$ cat src/rtl/mbx_pkg.sv
package mbx_pkg;
    localparam int DATA_W      = 32;
    localparam int FLAG_BIT    = 31;
    localparam int STAT_HALF   = 8;
    localparam int STAT_W      = 2 * STAT_HALF;
    localparam int WIN_SHIFT   = 15;
    localparam int WIN_FIRST   = 2;
    localparam int CTL_OFF_W   = 12;
    localparam logic [11:0] OFF_LINE_EN = 12'h100;
    localparam logic [11:0] OFF_VECTOR  = 12'h300;
    localparam logic [11:0] OFF_RAW     = 12'h304;
    localparam logic [11:0] OFF_CAPS    = 12'h380;
    localparam int SLOT_DATA   = 0;
    localparam int SLOT_HOLD_EN = 4;
    localparam int SLOT_FREE_EN = 8;

    typedef struct packed {
        logic [DATA_W-1:0] word;
        logic              hold_en;
        logic              free_en;
    } slot_t;

    function automatic logic [DATA_W-1:0] caps_word(input int n_mbox, input int n_lines);
        logic [DATA_W-1:0] v;
        v        = '0;
        v[3:0]   = 4'(n_mbox);
        v[19:16] = 4'(n_lines);
        return v;
    endfunction
endpackage

$ cat src/rtl/mbx_slot.sv
module mbx_slot
    import mbx_pkg::*;
#(
    parameter bit LOCAL_IE = 1'b1
) (
    input  logic              clk,
    input  logic              rst_n,
    input  logic              we_word,
    input  logic              we_hold,
    input  logic              we_free,
    input  logic [DATA_W-1:0] wdata,
    output logic [DATA_W-1:0] word_o,
    output logic              hold_en_o,
    output logic              free_en_o,
    output logic              full_o,
    output logic              hold_req_o,
    output logic              free_req_o
);
    slot_t s_d, s_q;

    always_comb begin
        s_d = s_q;
        if (we_word) s_d.word = wdata;
        if (LOCAL_IE) begin
            if (we_hold) s_d.hold_en = wdata[0];
            if (we_free) s_d.free_en = wdata[0];
        end
    end

    always_ff @(posedge clk) begin
        if (!rst_n) s_q <= '0;
        else        s_q <= s_d;
    end

    assign word_o = s_q.word;
    assign full_o = s_q.word[FLAG_BIT];

    generate
        if (LOCAL_IE) begin : g_gate
            assign hold_en_o  = s_q.hold_en;
            assign free_en_o  = s_q.free_en;
            assign hold_req_o = full_o & s_q.hold_en;
            assign free_req_o = ~full_o & s_q.free_en;
        end else begin : g_nogate
            assign hold_en_o  = 1'b0;
            assign free_en_o  = 1'b0;
            assign hold_req_o = full_o;
            assign free_req_o = ~full_o;
        end
    endgenerate
endmodule

$ cat src/rtl/mbx_line_mask.sv
module mbx_line_mask
    import mbx_pkg::*;
#(
    parameter int N_LINES = 4
) (
    input  logic                           clk,
    input  logic                           rst_n,
    input  logic [STAT_W-1:0]              stat,
    input  logic [N_LINES-1:0][STAT_W-1:0] line_en,
    output logic [N_LINES-1:0]             irq_o
);
    logic [N_LINES-1:0] irq_d, irq_q;

    always_comb begin
        for (int n = 0; n < N_LINES; n++) begin
            irq_d[n] = |(stat & line_en[n]);
        end
    end

    always_ff @(posedge clk) begin
        if (!rst_n) irq_q <= '0;
        else        irq_q <= irq_d;
    end

    assign irq_o = irq_q;
endmodule

$ cat src/rtl/shared_mbox_array.sv
module shared_mbox_array
    import mbx_pkg::*;
#(
    parameter int N_MBOX   = 8,
    parameter int N_LINES  = 4,
    parameter int ADDR_W   = 20,
    parameter bit LOCAL_IE = 1'b1
) (
    input  logic               clk,
    input  logic               rst_n,
    input  logic               req_valid,
    input  logic               req_write,
    input  logic [ADDR_W-1:0]  req_addr,
    input  logic [31:0]        req_wdata,
    output logic               rsp_valid,
    output logic [31:0]        rsp_rdata,
    output logic [N_LINES-1:0] irq
);
    localparam int WIN_W = ADDR_W - WIN_SHIFT;

    typedef struct packed {
        logic [N_LINES-1:0][STAT_W-1:0] line_en;
        logic [DATA_W-1:0]              rdata;
        logic                           rvalid;
    } regs_t;

    regs_t r_d, r_q;

    logic [WIN_W-1:0]     win;
    logic [WIN_SHIFT-1:0] woff;
    logic                 ctl_hit;
    logic [CTL_OFF_W-1:0] coff;
    logic                 do_wr, do_rd;

    logic [N_MBOX-1:0]              slot_hit;
    logic [N_MBOX-1:0]              we_word, we_hold, we_free;
    logic [N_MBOX-1:0][DATA_W-1:0]  s_word;
    logic [N_MBOX-1:0]              s_hold_en, s_free_en;
    logic [N_MBOX-1:0]              full_w, hold_req, free_req;
    logic [STAT_W-1:0]              stat_w;
    logic [N_LINES-1:0][STAT_W-1:0] line_en_q;
    logic [DATA_W-1:0]              rd_mux;

    assign win     = req_addr[ADDR_W-1:WIN_SHIFT];
    assign woff    = req_addr[WIN_SHIFT-1:0];
    assign ctl_hit = (win == '0) && (woff[WIN_SHIFT-1:CTL_OFF_W] == '0);
    assign coff    = woff[CTL_OFF_W-1:0];
    assign do_wr   = req_valid & req_write;
    assign do_rd   = req_valid & ~req_write;

    generate
        for (genvar i = 0; i < N_MBOX; i++) begin : g_slot
            assign slot_hit[i] = (win == WIN_W'(WIN_FIRST + i));
            assign we_word[i]  = do_wr & slot_hit[i] & (woff == WIN_SHIFT'(SLOT_DATA));
            assign we_hold[i]  = do_wr & slot_hit[i] & (woff == WIN_SHIFT'(SLOT_HOLD_EN));
            assign we_free[i]  = do_wr & slot_hit[i] & (woff == WIN_SHIFT'(SLOT_FREE_EN));

            mbx_slot #(.LOCAL_IE(LOCAL_IE)) u_slot (
                .clk        (clk),
                .rst_n      (rst_n),
                .we_word    (we_word[i]),
                .we_hold    (we_hold[i]),
                .we_free    (we_free[i]),
                .wdata      (req_wdata),
                .word_o     (s_word[i]),
                .hold_en_o  (s_hold_en[i]),
                .free_en_o  (s_free_en[i]),
                .full_o     (full_w[i]),
                .hold_req_o (hold_req[i]),
                .free_req_o (free_req[i])
            );
        end
    endgenerate

    always_comb begin
        stat_w = '0;
        for (int i = 0; i < N_MBOX; i++) begin
            stat_w[i]             = free_req[i];
            stat_w[STAT_HALF + i] = hold_req[i];
        end
    end

    assign line_en_q = r_q.line_en;

    mbx_line_mask #(.N_LINES(N_LINES)) u_mask (
        .clk     (clk),
        .rst_n   (rst_n),
        .stat    (stat_w),
        .line_en (line_en_q),
        .irq_o   (irq)
    );

    always_comb begin
        rd_mux = '0;
        if (ctl_hit) begin
            if (coff == OFF_VECTOR) rd_mux = DATA_W'(irq);
            if (coff == OFF_RAW)    rd_mux = DATA_W'(stat_w);
            if (coff == OFF_CAPS)   rd_mux = caps_word(N_MBOX, N_LINES);
            for (int n = 0; n < N_LINES; n++) begin
                if (coff == CTL_OFF_W'(OFF_LINE_EN + 4 * n)) rd_mux = DATA_W'(r_q.line_en[n]);
            end
        end
        for (int i = 0; i < N_MBOX; i++) begin
            if (slot_hit[i]) begin
                if (woff == WIN_SHIFT'(SLOT_DATA))    rd_mux = s_word[i];
                if (woff == WIN_SHIFT'(SLOT_HOLD_EN)) rd_mux = DATA_W'(s_hold_en[i]);
                if (woff == WIN_SHIFT'(SLOT_FREE_EN)) rd_mux = DATA_W'(s_free_en[i]);
            end
        end
    end

    always_comb begin
        r_d        = r_q;
        r_d.rvalid = do_rd;
        if (do_rd) r_d.rdata = rd_mux;
        if (do_wr && ctl_hit) begin
            for (int n = 0; n < N_LINES; n++) begin
                if (coff == CTL_OFF_W'(OFF_LINE_EN + 4 * n)) r_d.line_en[n] = req_wdata[STAT_W-1:0];
            end
        end
    end

    always_ff @(posedge clk) begin
        if (!rst_n) r_q <= '0;
        else        r_q <= r_d;
    end

    assign rsp_valid = r_q.rvalid;
    assign rsp_rdata = r_q.rdata;
endmodule

$ cat config.mk
export PLATFORM = sky130hd
export DESIGN_NAME = shared_mbox_array
export DESIGN_NICKNAME = d
export VERILOG_FILES = /design/src/rtl/mbx_pkg.sv /design/src/rtl/mbx_slot.sv /design/src/rtl/mbx_line_mask.sv /design/src/rtl/shared_mbox_array.sv
export SDC_FILE = /design/constraint.sdc
export NUM_CORES = 1
export LEC_CHECK = 0
export CELL_PAD_IN_SITES_DETAIL_PLACEMENT = 1
export CELL_PAD_IN_SITES_GLOBAL_PLACEMENT = 2
export CORE_MARGIN = 2
export CORE_UTILIZATION = 39
export CTS_CLUSTER_SIZE = 8
export DETAILED_ROUTE_END_ITERATION = 6
export PLACE_DENSITY_LB_ADDON = 0.1
export SLEW_MARGIN = 20
export SYNTH_ARGS = -nofsm -noshare
export SYNTH_HDL_FRONTEND = slang
export SYNTH_SLANG_ARGS = --single-unit
$ cat constraint.sdc
create_clock -name clk -period 4.48 [get_ports clk]
set_input_delay 0.448 -clock clk [delete_from_list [all_inputs] [get_ports clk]]
set_output_delay 0.448 -clock clk [all_outputs]
set_load 0.005 [all_outputs]
Word level (Yosys, flattened, before mapping)
Cells that the tools add are included.

word-level totals
  bits in latches = 0
  register bits = 373
  RAM bits = 0
  memories kept = 0
  logic and storage cells = 164
  memory bits (read-only) = 0

operators by class
  bitwise gates (word level) = 63
  shift-type cells = 0
  divide/modulo/power cells = 0
  reduce and logical (&&, ||, !) cells = 13
  add/subtract/negate cells = 0
  multiply operators = 0
  multiplexer cells = 40
  magnitude comparators = 0
  eq/ne operators = 17

operators by type and width
  operator                                                           number
  32-bit 2-to-1 mux                                                  39
  16-bit bitwise AND                                                 4
  16-bit OR reduction                                                4
  1-bit bitwise AND                                                  50
  12-bit by 9-bit == test with 1-bit output, second input constant   4
  12-bit by 10-bit == test with 1-bit output, second input constant  3
  5-bit by 3-bit == test with 1-bit output, second input constant    4
  15-bit by 3-bit == test with 1-bit output, second input constant   1
  15-bit by 4-bit == test with 1-bit output, second input constant   1
  15-bit logical NOT                                                 1
  5-bit by 2-bit == test with 1-bit output, second input constant    2
  5-bit by 4-bit == test with 1-bit output, second input constant    2
  1-bit inverter                                                     9
  2-bit AND reduction                                                4
  5-bit logical NOT                                                  1
  4-bit 2-to-1 mux                                                   1
  3-bit logical NOT                                                  1
  1-bit logical AND                                                  2

Longest topological paths before layout
  depth after elaboration = 41
  gate-level depth with buffers = 10
  depth with buffers taken out = 7

By module
A second synthesis with hierarchy kept.

unflattened totals
  cell total of the unflattened synthesis = 1991
  area total of the unflattened synthesis = 18522.8 um2

by module, submodules not included
  module             times used  area an instance (um2)  seq. area each (um2)  cells an instance
  mbx_slot           8           1336.3                  680.7                 112
  shared_mbox_array  1           7415.9                  1941.9                1047
  mbx_line_mask      1           416.6                   80.1                  48

Worst setup path after synthesis
OpenSTA, ideal clock, no wires.

  kind = input -> register
  from = input req_addr[3]
  to = register r_q, in the netlist rsp_rdata[11]
  setup slack = 2144 ps
  setup time = 70 ps
  arrival time = 2266 ps
  required time = 4410 ps
  buffers on the path = 3
  stages on the path = 10
  cell sequence = buf_2 > or4_1 > nor2_1 > and3_1 > buf_4 > buf_4 > a32oi_1 > a221oi_1 > o21ai_1 > a21oi_1

on the way
  cells in the longest elaborated chain, start to end = 40
  elaborated cells on any way between the ends = 48

ends and longest elaborated chain
  element                                     line                      text
  start: declaration                          shared_mbox_array.sv:13   input logic [ADDR_W-1:0] req_addr,
  12-bit by 10-bit == test with 1-bit output  shared_mbox_array.sv:97   if (coff == OFF_RAW) rd_mux = DATA_W'(stat_w);
  32-bit 2-to-1 mux                           shared_mbox_array.sv:97
  32-bit 2-to-1 mux                           shared_mbox_array.sv:98   if (coff == OFF_CAPS) rd_mux = caps_word(N_MBOX, N_LINES);
  32-bit 2-to-1 mux (4 in a row)              shared_mbox_array.sv:100  if (coff == CTL_OFF_W'(OFF_LINE_EN + 4 * n)) rd_mux = DATA_W'(r_q.line_en[n]);
  32-bit 2-to-1 mux                           shared_mbox_array.sv:95   if (ctl_hit) begin
  32-bit 2-to-1 mux                           shared_mbox_array.sv:105  if (woff == WIN_SHIFT'(SLOT_DATA)) rd_mux = s_word[i];
  32-bit 2-to-1 mux                           shared_mbox_array.sv:106  if (woff == WIN_SHIFT'(SLOT_HOLD_EN)) rd_mux = DATA_W'(s_hold_en[i]);
  32-bit 2-to-1 mux                           shared_mbox_array.sv:107  if (woff == WIN_SHIFT'(SLOT_FREE_EN)) rd_mux = DATA_W'(s_free_en[i]);
  [... 21 more ...]                           --
  32-bit 2-to-1 mux                           shared_mbox_array.sv:105
  32-bit 2-to-1 mux                           shared_mbox_array.sv:106
  32-bit 2-to-1 mux                           shared_mbox_array.sv:107
  32-bit 2-to-1 mux                           shared_mbox_array.sv:104  if (slot_hit[i]) begin
  32-bit 2-to-1 mux                           shared_mbox_array.sv:105
  32-bit 2-to-1 mux                           shared_mbox_array.sv:106
  32-bit 2-to-1 mux                           shared_mbox_array.sv:107
  32-bit 2-to-1 mux *                         shared_mbox_array.sv:104
  end signal: assignment                      shared_mbox_array.sv:125  else r_q <= r_d;
  end: declaration                            shared_mbox_array.sv:27   regs_t r_d, r_q;

Every way passes the cells marked *; elsewhere a longest branch is shown, timed or not.
A chain may end at the register's enable or synchronous reset.

Worst setup path in the final report
  from = input req_addr[13]
  to = register r_q, in the netlist rsp_rdata[12]

on the way
  cells in the longest elaborated chain, start to end = 35
  elaborated cells on any way between the ends = 38

ends and longest elaborated chain
  element              line                      text
  3-bit logical NOT    shared_mbox_array.sv:46   assign ctl_hit = (win == '0) && (woff[WIN_SHIFT-1:CTL_OFF_W] == '0);
  1-bit logical AND    shared_mbox_array.sv:46
  32-bit 2-to-1 mux    shared_mbox_array.sv:95
  32-bit 2-to-1 mux    shared_mbox_array.sv:105
  32-bit 2-to-1 mux    shared_mbox_array.sv:106
  32-bit 2-to-1 mux    shared_mbox_array.sv:107
  32-bit 2-to-1 mux    shared_mbox_array.sv:104
  32-bit 2-to-1 mux    shared_mbox_array.sv:105
  [... 19 more ...]    --
  32-bit 2-to-1 mux    shared_mbox_array.sv:105
  32-bit 2-to-1 mux    shared_mbox_array.sv:106
  32-bit 2-to-1 mux    shared_mbox_array.sv:107
  32-bit 2-to-1 mux    shared_mbox_array.sv:104
  32-bit 2-to-1 mux    shared_mbox_array.sv:105
  32-bit 2-to-1 mux    shared_mbox_array.sv:106
  32-bit 2-to-1 mux    shared_mbox_array.sv:107
  32-bit 2-to-1 mux *  shared_mbox_array.sv:104

Marked as above.

==> flow_summary_export.csv <==
group,metric,value,unit
sta,fin_tns_setup,0,ns
synth,yosysUniqueCellTypes,59,
floorplan,die_w,218,um
power,seqPwrFrac,45.5,%
drt,drc_errors,0,
synth,syn_avg_cell_area,7.78,um^2
clock_network,clkLatencyLatePin,0.64,ns
place,gp_congestion,0.929,
clock_network,cts_root_buf,"clkbuf_16",
clock_network,cts_resized,0,
floorplan,rows,78,
place,dp_slack,0.504,ns
clock_network,postCtsSetupBuffers,0,
power,leakagePower,6.45,nW
hold_path,hold_depth,3,
floorplan,ios,93,
power,pwr-share-comb,5.4,%
clock_network,cts_buffer_depth,3,
synth,syn-cell-area,17900,um^2
status,status,"finished, final reports clean",
sta,period_share,78.0,%
place,port_buffers,92,
clock_network,tritoncts,"built",
clock_network,numClockSinks,373,
hold_path,min-delay-start,"req_wdata[0]",
floorplan,die_height,218,um
clock_network,cts_made_buffers,52,
final_layout,nFillCells,5466,
global_route,grt_pass1_wl,114,mm
setup_path,crit_path_end_kind,"register",
floorplan,die-area,47700,um^2
drt,antenna_left,0,
clock_network,clkTransAtPathRegs,0.05,ns
power,power_density,353,nW/um^2
drt,wl,76.8,mm
global_route,track_usage,32.0,%
power,ir_worst_vdd,0.263,mV
final_layout,fin_nets,2367,
drt,initialDrtViolationCount,1521,
setup_path,worstSetupStartpointType,"primary input",
drt,drt_first_pass_iters,6,
power,power_frac_clock,49.1,%
sta,clock_skew,0.0517,ns
place,placed_area,19400,um^2
setup_path,regToRegEndpoint,"rsp_rdata[3]",
global_route,grt_antenna_before_repair,1,
sta,timing.max_slew.rel_slack,23.3,%
setup_path,cp_max_fo,14,
hold_path,hold_class,"primary input to register",
synth,syn-num-nets,2360,
setup_path,critPathKind,"primary input to register",
sta,worst_hold_slack,0.370,ns
power,swShare,24.4,%
setup_path,worstReg2RegStart,"g_slot[3].u_slot.word_o[31]",
clock_network,cts_hold_buf,0,
setup_path,crit_buf_inv,2,
global_route,grt_max_degree,176,
floorplan,floorplan.initialDensity,39.5,%
setup_path,arrival,3.99,ns
synth,yosysSeqAreaShare,41.6,%
setup_path,rrSetupSlack,2.18,ns
sta,hold_violations,0,
global_route,grt_overflow,0,
synth,synthFlopType,"dfxtp_1",
drt,wl_per_cell,26.3,um
drt,via_per_inst,6.01,
final_layout,drive_gt1_share,7.39,%
sta,finalWorstSetupSlack,0.984,ns
floorplan,core_area,45400,um^2
synth,yosysWarnings,0,
synth,synth-edff-count,0,
setup_path,worstPathRequired,4.97,ns
hold_path,min_to,"g_slot[1].u_slot.word_o[0]",
synth,syn_inst,2304,
synth,async_flop_share,0,%
clock_network,htree_levels,2,
place,dpl.hpwl,50.3,mm
setup_path,crit_family,"simple AND/OR/NAND/NOR gates",
setup_path,rr_worst_depth,5,
setup_path,crit_slowest_cell,"nor3_1",
sta,maxSlewViolCount,0,
sta,tightest_slew,1.15,ns
sta,fmax,286,MHz
sta,rsz0062_at_grt,"no",
synth,ys_seq_elements,373,
power,internal-power,5.54,mW
setup_path,worstPathCellList,"clkdlybuf4s50_1 > nor3_1 > and4_1 > nand2_1 > nor3_2 > buf_4 > a221oi_2 > o21ai_1 > a21oi_1",
final_layout,postLayoutCellArea,20800,um^2
final_layout,area_growth,15.9,%
power,p_sw,1.79,mW
setup_path,critPathMaxStageDelay,0.85,ns
global_route,grt_pass1_vias,17900,
sta,finalSetupViolCount,0,
sta,fin_crit,3.50,ns
flow_run,drv_cap,0,
drt,via_count,17500,
-- worst reg2reg max path: stages, from the launching register on --
cell,delay (ns)
dfxtp_1,0.47
nor2b_1,0.69
a32o_1,0.23
a31oi_1,0.17
o32ai_1,0.54
a32o_1,0.19
-- stage by stage --
| stage | util [%] | instances | power (mW) |
|---|---|---|---|
| 2_1_floorplan | - | 2304 | 3.61 |
| 3_3_place_gp | 42.7 | 2857 | 3.79 |
| 3_5_place_dp | 42.7 | 2857 | 3.79 |
| 4_1_cts | 45.8 | 2914 | 7.40 |
| 5_1_grt | 45.8 | 2915 | 7.53 |
| 6_report | 45.8 | 2915 | 7.33 |
-- cell families (layout without fill, tap and decap cells) --
| family | count (synthesis) | count (layout) | share of synthesized area [%] |
|---|---|---|---|
| other | 0 | 1 | 0 |
| and+or+nand+nor | 933 | 933 | 21.8 |
| muxes | 39 | 39 | 2.71 |
| DFF | 373 | 373 | 41.6 |
| buffers and inverters | 233 | 243 | 5.43 |
| AOI/OAI and AO/OA | 726 | 726 | 28.4 |
-- registers in the layout, indices dropped and copies added, names as in the netlist --
signal	flops
u_mask.irq_o	4
rsp_rdata	32
rsp_valid	1
line_en_q	64
g_slot.u_slot.hold_en_o	8
g_slot.u_slot.free_en_o	8
g_slot.u_slot.word_o	256
-- cell type report --
class / count / area (um^2) / share of cell area, %
multi-input combinational: 1698 / 9580 / 46.1
sequential: 373 / 7470 / 35.9
timing repair buffer: 165 / 1500 / 7.24
clock buffer: 54 / 1320 / 6.34
tap: 600 / 751 / 3.61
clock inverter: 3 / 80.1 / 0.385
inverter: 21 / 78.8 / 0.379
antenna: 1 / 2.50 / 0.0120
-- worst max path at each step --
stage	depth (start not counted)	slack [ns]	end	start
2_1_floorplan	10	2.14	rsp_rdata[11]	req_addr[3]
6_report	9	0.98	rsp_rdata[12]	req_addr[13]
4_1_cts	9	1.14	rsp_rdata[12]	req_addr[13]
5_1_grt	9	0.95	rsp_rdata[12]	req_addr[13]
3_3_place_gp	9	0.59	rsp_rdata[12]	req_addr[13]
3_5_place_dp	9	0.50	rsp_rdata[12]	req_addr[13]
-- power by group through the flow --
| stage | Clock [mW] | Combinational (mW) | Sequential [mW] |
|---|---|---|---|
| finish | 3.60 | 0.394 | 3.34 |
| global placement | 0 | 0.386 | 3.40 |
| floorplan | 0 | 0.204 | 3.40 |
| global route | 3.79 | 0.411 | 3.33 |
| CTS | 3.67 | 0.389 | 3.33 |
| detailed placement | 0 | 0.387 | 3.40 |
-- routing by layer --
metal	global-route usage (%)	vias to the layer above	share of wire, %
met2	52.6	593	46
li1	-	7956	-
met3	5.59	172	6.5
met5	0	-	0
met4	15.4	0	4.9
met1	40.6	8790	43
-- synth_stat cells, drive strengths merged, types with 9 or more instances --
master  count  share of area [%]
a32o       12               0.67
nand4      16               0.56
inv        21               0.44
nor3       13               0.54
mux2i      26                1.5
a21oi     100                2.8
and2        9               0.31
nand2b     18               0.63
a221oi     23                1.2
nor2       51                1.1
a32oi      22                1.1
nor2b      29                1.0
a21boi    335                 14
nand3      33               0.99
and3       11               0.38
dfxtp     373                 42
o21ai      96                2.7
nand2     731                 15
a31oi      20               0.70
a222oi     15               0.84
o22ai      27               0.94
clkbuf    171                3.6
buf        41                1.4
a22oi      36                1.5
-- placed cells by master, fill, tap and decap left out, drive strengths merged, types with 3 or more instances in the layout --
master	count
a22o	6
nand2b	18
and2	9
a311o	7
a32oi	22
inv	22
nor3b	3
mux4	7
o21ai	96
clkdlybuf4s50	89
a222oi	15
nand3	33
nor3	13
nand4	16
a311oi	6
buf	76
and4	3
clkbuf	54
a211oi	5
o21a	5
a22oi	36
nor2b	29
or4	3
and3	11
nor2	51
dfxtp	373
nand2	731
nor4	7
a21boi	335
a31oi	20
mux2i	26
o22ai	27
a32o	12
a221oi	23
mux2	6
a21oi	100
Note: power is estimated with default switching activity, not from simulation.
